--- src/rtl/gpio_pkg.sv ---
package gpio_pkg;
  typedef enum logic [2:0] {
    OP_RD   = 3'd0,
    OP_WR   = 3'd1,
    OP_BSET = 3'd2,
    OP_BCLR = 3'd3,
    OP_BTST = 3'd4
  } gpio_op_e;

  typedef enum logic [1:0] {
    SEL_PIN = 2'd0,
    SEL_DIR = 2'd1,
    SEL_OUT = 2'd2
  } gpio_sel_e;

  localparam int REGS_PER_PORT = 3;
  localparam int IO_SPAN       = 64;
  localparam int BIT_SPAN      = 32;
  localparam int DATA_OFS      = 32;
  localparam int IO_AW         = $clog2(IO_SPAN);
endpackage

--- src/rtl/gpio_sync.sv ---
module gpio_sync #(
  parameter int W = 8
) (
  input  logic         clk,
  input  logic         rst_n,
  input  logic [W-1:0] d,
  output logic [W-1:0] q
);
  genvar i;
  generate
    for (i = 0; i < W; i++) begin : g_bit
      logic s1, s2;
      always_ff @(posedge clk) begin
        if (!rst_n) begin
          s1 <= 1'b0;
          s2 <= 1'b0;
        end else begin
          s1 <= d[i];
          s2 <= s1;
        end
      end
      assign q[i] = s2;
    end
  endgenerate
endmodule

--- src/rtl/gpio_addr_dec.sv ---
module gpio_addr_dec import gpio_pkg::*; #(
  parameter int NUM_PORTS = 5,
  parameter int AW        = 9,
  parameter int PW        = 3
) (
  input  logic          space,
  input  logic [AW-1:0] addr,
  output logic          hit,
  output logic [PW-1:0] port,
  output gpio_sel_e     sel,
  output logic          bit_ok
);
  logic             view_ok;
  logic [IO_AW-1:0] io_addr;

  always_comb begin
    view_ok = 1'b0;
    io_addr = '0;
    if (!space) begin
      view_ok = (int'(addr) < IO_SPAN);
      io_addr = addr[IO_AW-1:0];
    end else begin
      view_ok = (int'(addr) >= DATA_OFS) && (int'(addr) < DATA_OFS + IO_SPAN);
      io_addr = IO_AW'(int'(addr) - DATA_OFS);
    end
  end

  // single-bit operations only through the short view, low window
  assign bit_ok = !space && (int'(addr) < BIT_SPAN);

  always_comb begin
    hit  = 1'b0;
    port = '0;
    sel  = SEL_PIN;
    for (int k = 0; k < NUM_PORTS; k++) begin
      for (int j = 0; j < REGS_PER_PORT; j++) begin
        if (view_ok && int'(io_addr) == REGS_PER_PORT * k + j) begin
          hit  = 1'b1;
          port = PW'(k);
          sel  = gpio_sel_e'(j);
        end
      end
    end
  end
endmodule

--- src/rtl/gpio_port.sv ---
module gpio_port #(
  parameter int DW = 8
) (
  input  logic          clk,
  input  logic          rst_n,
  input  logic          we_dir,
  input  logic          we_out,
  input  logic [DW-1:0] wdata,
  output logic [DW-1:0] dir_q,
  output logic [DW-1:0] out_q
);
  always_ff @(posedge clk) begin
    if (!rst_n) begin
      dir_q <= '0;
      out_q <= '0;
    end else begin
      if (we_dir) dir_q <= wdata;
      if (we_out) out_q <= wdata;
    end
  end

  // storage only moves on its own enable
  p_dir_hold_r3: assert property (@(posedge clk) disable iff (!rst_n)
    !we_dir |=> $stable(dir_q));
  p_out_hold_r3: assert property (@(posedge clk) disable iff (!rst_n)
    !we_out |=> $stable(out_q));
endmodule

--- src/rtl/gpio_bank.sv ---
module gpio_bank import gpio_pkg::*; #(
  parameter int NUM_PORTS = 5,
  parameter int DW        = 8,
  parameter int AW        = 9
) (
  input  logic                    clk,
  input  logic                    rst_n,
  input  logic                    req_valid,
  output logic                    req_ready,
  input  logic [2:0]              req_op,
  input  logic                    req_space,
  input  logic [AW-1:0]           req_addr,
  input  logic [$clog2(DW)-1:0]   req_bit,
  input  logic [DW-1:0]           req_wdata,
  output logic                    rsp_valid,
  output logic [DW-1:0]           rsp_rdata,
  output logic                    rsp_bit,
  input  logic [NUM_PORTS*DW-1:0] pin_in,
  output logic [NUM_PORTS*DW-1:0] pin_out,
  output logic [NUM_PORTS*DW-1:0] pin_oe,
  output logic [NUM_PORTS*DW-1:0] pin_pu
);
  localparam int PW = (NUM_PORTS > 1) ? $clog2(NUM_PORTS) : 1;
  localparam int BW = $clog2(DW);
  localparam int TW = NUM_PORTS * DW;

  gpio_op_e  op;
  logic      accept, is_bitop, is_rsp;
  logic      dec_hit, dec_bit_ok;
  logic [PW-1:0] dec_port;
  gpio_sel_e dec_sel;

  logic [TW-1:0] pin_sync;
  logic [DW-1:0] dir_v [NUM_PORTS];
  logic [DW-1:0] out_v [NUM_PORTS];
  logic [DW-1:0] rd_val;

  logic          busy_q, pend_we_q, pend_dir_q, pend_set_q;
  logic [PW-1:0] pend_port_q;
  logic [BW-1:0] pend_bit_q;
  logic [DW-1:0] rmw_base, rmw_val, wr_data;
  logic [NUM_PORTS-1:0] we_dir, we_out;

  assign op        = gpio_op_e'(req_op);
  assign req_ready = !busy_q;
  assign accept    = req_valid && req_ready;
  assign is_bitop  = (op == OP_BSET) || (op == OP_BCLR);
  assign is_rsp    = (op == OP_RD) || (op == OP_BTST);

  gpio_addr_dec #(.NUM_PORTS(NUM_PORTS), .AW(AW), .PW(PW)) u_dec (
    .space  (req_space),
    .addr   (req_addr),
    .hit    (dec_hit),
    .port   (dec_port),
    .sel    (dec_sel),
    .bit_ok (dec_bit_ok)
  );

  gpio_sync #(.W(TW)) u_sync (
    .clk (clk),
    .rst_n (rst_n),
    .d   (pin_in),
    .q   (pin_sync)
  );

  // read mux
  always_comb begin
    rd_val = '0;
    for (int k = 0; k < NUM_PORTS; k++) begin
      if (dec_hit && dec_port == PW'(k)) begin
        case (dec_sel)
          SEL_DIR: rd_val = dir_v[k];
          SEL_OUT: rd_val = out_v[k];
          default: rd_val = pin_sync[k*DW +: DW];
        endcase
      end
    end
  end

  // read-modify-write sequencer: phase 1 accepts, phase 2 writes back
  always_ff @(posedge clk) begin
    if (!rst_n) begin
      busy_q      <= 1'b0;
      pend_we_q   <= 1'b0;
      pend_dir_q  <= 1'b0;
      pend_set_q  <= 1'b0;
      pend_port_q <= '0;
      pend_bit_q  <= '0;
    end else if (busy_q) begin
      busy_q    <= 1'b0;
      pend_we_q <= 1'b0;
    end else if (accept && is_bitop) begin
      busy_q      <= 1'b1;
      pend_we_q   <= dec_hit && dec_bit_ok && (dec_sel != SEL_PIN);
      pend_dir_q  <= (dec_sel == SEL_DIR);
      pend_set_q  <= (op == OP_BSET);
      pend_port_q <= dec_port;
      pend_bit_q  <= req_bit;
    end
  end

  always_comb begin
    rmw_base = '0;
    for (int k = 0; k < NUM_PORTS; k++) begin
      if (pend_port_q == PW'(k)) rmw_base = pend_dir_q ? dir_v[k] : out_v[k];
    end
    rmw_val = rmw_base;
    rmw_val[pend_bit_q] = pend_set_q;
  end

  assign wr_data = pend_we_q ? rmw_val : req_wdata;

  genvar g;
  generate
    for (g = 0; g < NUM_PORTS; g++) begin : g_port
      logic direct_hit;
      assign direct_hit = accept && (op == OP_WR) && dec_hit && (dec_port == PW'(g));
      assign we_dir[g] = (direct_hit && dec_sel == SEL_DIR) ||
                         (pend_we_q && pend_port_q == PW'(g) && pend_dir_q);
      assign we_out[g] = (direct_hit && dec_sel == SEL_OUT) ||
                         (pend_we_q && pend_port_q == PW'(g) && !pend_dir_q);

      gpio_port #(.DW(DW)) u_port (
        .clk    (clk),
        .rst_n  (rst_n),
        .we_dir (we_dir[g]),
        .we_out (we_out[g]),
        .wdata  (wr_data),
        .dir_q  (dir_v[g]),
        .out_q  (out_v[g])
      );

      assign pin_oe [g*DW +: DW] = dir_v[g];
      assign pin_out[g*DW +: DW] = out_v[g];
      assign pin_pu [g*DW +: DW] = out_v[g] & ~dir_v[g];
    end
  endgenerate

  // response stage
  always_ff @(posedge clk) begin
    if (!rst_n) begin
      rsp_valid <= 1'b0;
      rsp_rdata <= '0;
      rsp_bit   <= 1'b0;
    end else begin
      rsp_valid <= accept && is_rsp;
      if (accept && op == OP_RD) begin
        rsp_rdata <= rd_val;
        rsp_bit   <= 1'b0;
      end else if (accept && op == OP_BTST) begin
        rsp_rdata <= dec_bit_ok ? rd_val : '0;
        rsp_bit   <= dec_bit_ok && rd_val[req_bit];
      end
    end
  end

  p_stall_after_bitop_r4: assert property (@(posedge clk) disable iff (!rst_n)
    accept && is_bitop |=> !req_ready);
  p_stall_one_cycle_r4: assert property (@(posedge clk) disable iff (!rst_n)
    !req_ready |=> req_ready);
  p_reject_no_write_r5: assert property (@(posedge clk) disable iff (!rst_n)
    accept && is_bitop && !dec_bit_ok |=> !pend_we_q);
  p_rsp_follows_r11: assert property (@(posedge clk) disable iff (!rst_n)
    accept && is_rsp |=> rsp_valid);
  p_no_spurious_rsp_r11: assert property (@(posedge clk) disable iff (!rst_n)
    !(accept && is_rsp) |=> !rsp_valid);
  p_single_target_r3: assert property (@(posedge clk) disable iff (!rst_n)
    $onehot0({we_dir, we_out}));
  p_pull_only_inputs_r10: assert property (@(posedge clk) disable iff (!rst_n)
    (pin_pu & pin_oe) == '0);
endmodule

--- config.mk ---
export PLATFORM = sky130hd
export DESIGN_NAME = gpio_bank
export DESIGN_NICKNAME = d
export VERILOG_FILES = /design/src/rtl/gpio_pkg.sv /design/src/rtl/gpio_sync.sv /design/src/rtl/gpio_addr_dec.sv /design/src/rtl/gpio_port.sv /design/src/rtl/gpio_bank.sv
export SDC_FILE = /design/constraint.sdc
export NUM_CORES = 1
export LEC_CHECK = 0
export BUFFER_PORTS_ARGS = -buffer_cell sky130_fd_sc_hd__buf_2
export CORE_ASPECT_RATIO = 0.6
export CORE_MARGIN = 5
export CORE_UTILIZATION = 40
export CTS_CLUSTER_SIZE = 28
export DETAILED_ROUTE_END_ITERATION = 6
export GPL_ROUTABILITY_DRIVEN = 1
export SLEW_MARGIN = 20
export SYNTH_ARGS = -nofsm -noshare
export SYNTH_HDL_FRONTEND = slang
export SYNTH_SLANG_ARGS = --single-unit
--- constraint.sdc ---
create_clock -name clk -period 3.2 [get_ports clk]
set_input_delay 0.32 -clock clk [delete_from_list [all_inputs] [get_ports clk]]
set_output_delay 0.32 -clock clk [all_outputs]
set_load 0.005 [all_outputs]
==> impl_metrics.yaml <==
floorplanning:
  core.rowCount: 41
  start_util_pct: 40.7
  die_h_microns: 123
  fp.dieArea_sq_um: 24500
  die_w_microns: 199
  core_sq_um: 21000
  io_pins: 198
yosys:
  yosys.area.top_type: "dfxtp_1"
  synth_ff_type: "dfxtp_1"
  synth_area_sq_um: 8540
  synth_edf_count: 0
  synth.net_count: 996
  avgSynthCellArea_sq_um: 9.22
  netlist_instances: 926
  ys_ff_latch: 180
  ys_types: 72
  synth.area.top_cells: "dfxtp_1 42%, mux2i_1 13%, and2_1 6.0%, nor2_1 5.0%, nor2b_1 3.5%"
  yosysSeqAreaShare_pct: 42.2
  yosys_warnings: 0
  synth_top_area_share_pct: 42.2
  synthArstFlopShare_pct: 0
global_routing:
  grt_start_max_net_pins: 97
  grt_usage_pct: 25.6
  grt_pass1_vias: 7622
  antenna_found_initial: 0
  grt_pass1_wl_microns: 46900
  grt-ovfl-total: 0
sta:
  worst_pin_slew_ns: 1.04
  period_share_pct: 95.3
  final.setup_skew_ns: 0.00949
  fin_crit_ns: 3.05
  worst_hold_slack_ns: 0.0764
  max_freq_mhz: 328
  fin_tns_setup_ns: 0
  maxSlewViolCount: 0
  finalSetupViolations: 0
  fin_ws_ns: 0.151
  rsz0062_at_grt: "no"
  hold_violations: 0
  slew_headroom_pct: 30.8
setup_path:
  crit_type: "primary input to flip-flop"
  startpoint_type: "primary input"
  crit_path_end_kind: "flip-flop"
  worstPathCellList: "buf_2 > nand2b_1 > nand2_1 > mux2_2 > o21ai_0 > and2_1 > ha_1 > buf_4 > nor2b_1 > a221oi_2 > o221ai_1 > o2111ai_1 > o2bb2ai_1 > a211o_1 > o31ai_2"
  required_ns: 3.56
  critPathSlowestCell: "a211o_1"
  crit_path_max_incr_delay_ns: 0.32
  arrival_ns: 3.41
  cp_max_fo: 9
drt:
  vias: 8127
  postRouteWirelength_microns: 31500
  first_pass_iters: 6
  met1Wirelength_microns: 15300
  drt_iter0_markers: 705
  wl_met3_microns: 3290
  wire_per_inst_microns: 21.4
  drc: 0
  detail_route.vias_per_cell: 5.52
  ant_nets: 0
  wl_met2_microns: 12400
  topRoutingLayerUsed: "met4"
clock_tree:
  cts_tree: "yes"
  post_cts_buffers: 0
  clock-sinks: 180
  cts_root_buf: "clkbuf_16"
  clk_pin_slew_ns: 0.07
  htreeDepth: 4
  cts_buffers: 17
  clockBufferDepth: 2
  worstSkewPairLatency_ns: 0.45
pwr:
  switching_share_pct: 26.4
  switchingPower_uw: 1250
  internal-power_uw: 3480
  p_total_uw: 4730
  seqPwrFrac_pct: 48.9
  ir_worst_vdd_mv: 0.360
  powerDensity_nw_per_um2: 426
  clockPowerShare_pct: 44.0
  p_leak_uw: 0.00466
  pwr-share-comb_pct: 7.1
layout:
  syn2layout_area_growth_pct: 29.9
  multi_input_area_sq_um: 4640
  regArea_sq_um: 3600
  final_util_pct: 52.8
  drive_above_1_share_pct: 31.4
  num-nets-final: 1250
  fillers: 1998
  n_antenna_cell: 0
placement:
  dp_hpwl_microns: 24300
  pre_cts_ws_ns: -0.532
  place.gp.congestion: 0.967
  io_buffers: 197
run:
  max_cap_violations: 0
status:
  status: "finished, final reports clean"
hold_path:
  hp-class: "primary input to flip-flop"
==> per-layer routing <==
| metal | vias to the layer above | global-route usage (%) |
|---|---|---|
| met1 | 3863 | 38.8 |
| met3 | 38 | 7.84 |
| li1 | 3836 | - |
| met2 | 390 | 35.0 |
| met5 | - | 0 |
| met4 | 0 | 6.70 |
==> metrics by stage <==
stage	cell area [sq um]	std cells
after floorplan	8560	926
after detailed placement	10500	1440
after global routing	11100	1472
final	11100	1472
after global placement	10500	1440
after CTS	11100	1472
==> path summary, 6_finish.rpt <==
check / slack (ns) / cells past startpoint / start / end
max: 0.15 / 15 / req_addr[3] / rsp_bit
min: 0.08 / 2 / pin_in[30] / u_sync.g_bit[30].s1
max reg2reg: 0.63 / 8 / pend_port_q[0] / g_port[3].u_port.dir_q[1]
min reg2reg: 0.44 / 1 / u_sync.g_bit[12].s1 / u_sync.g_bit[12].s2
==> logic make-up after synthesis <==
family                     synth area share (%)
AOI/OAI and AO/OA                          17.8
xor gates and xnor gates                  0.205
adders and majority gates                 0.440
buffers and inverters                      3.88
DFF                                        42.2
muxes                                      14.6
and+or+nand+nor                            20.9
==> worst max-delay path, delay by kind of cell <==
family	cells	cell delay, ns
compound gates	7	1.64
fa+ha+maj	1	0.27
buf+inv	2	0.33
mux	1	0.26
simple gates	4	0.60
==> flip-flops by register name (all words and copies together), names as in the netlist <==
register / flops
g_port.u_port.dir_q: 40
g_port.u_port.out_q: 40
u_sync.g_bit.s1: 40
u_sync.g_bit.s2: 40
rsp_rdata: 8
pend_bit_q: 3
pend_port_q: 3
busy_q: 1
pend_dir_q: 1
pend_set_q: 1
pend_we_q: 1
rsp_bit: 1
rsp_valid: 1
==> power by group through the flow <==
stage | registers (uW) | logic, uW | clock network [uW]
2_1_floorplan | 2350 | 174 | 0
3_5_place_dp | 2360 | 325 | 0
5_1_grt | 2320 | 361 | 2230
4_1_cts | 2310 | 327 | 2120
3_3_place_gp | 2370 | 326 | 0
6_report | 2310 | 334 | 2080
==> cell type report <==
cell class,instances,share of cell area (%)
clock buffers,17,3.84
clock inverters,15,1.41
inverters,13,0.440
multi-input cells,672,41.8
flip-flops and latches,180,32.5
well taps,279,3.15
repair buffers,296,16.8
==> cell usage in the layout (no fill, tap or decap), types with 4 or more instances in the layout <==
master     netlist  routed
and2_1          82      82
clkbuf_16        0      17
buf_4            3      88
o22ai_2          6       7
a22oi_1         14      14
o21ai_0         34      33
a21oi_1         28      28
buf_12           0      11
o31ai_2          9       9
mux2i_1        113     113
mux2_2          10      10
a211oi_1         9       9
nand2b_1         9       9
a221oi_1        18      17
a221o_1         13      13
inv_8            0       8
nor2b_1         48      48
o22ai_1         17      16
a2111oi_0        6       5
buf_2            7     197
o211ai_1         7       7
nand2_1         52      52
inv_1           11      11
nor2_1         114     114
nand4_1          4       4
nor3_1           8       8
dfxtp_1        180     179
a31oi_1          7       6
nand3_1          5       5
==> cells in the mapped netlist, drive strengths merged (12+ instances only) <==
master	n
o22ai	23
and2	83
a221oi	18
nand2	52
buf	15
o21ai	34
dfxtp	180
inv	12
a21oi	28
clkbuf	46
nor2	115
mux2i	113
a221o	13
a22oi	14
nor2b	48
==> what timing repair did <==
action                                  CTS  global route
pin swaps                                 0             0
resized for setup                         1             4
endpoints found under the setup margin    1             1
hold buffers                              0             0
endpoints found under the hold margin     0             0
(Power assumes the default switching activity.)
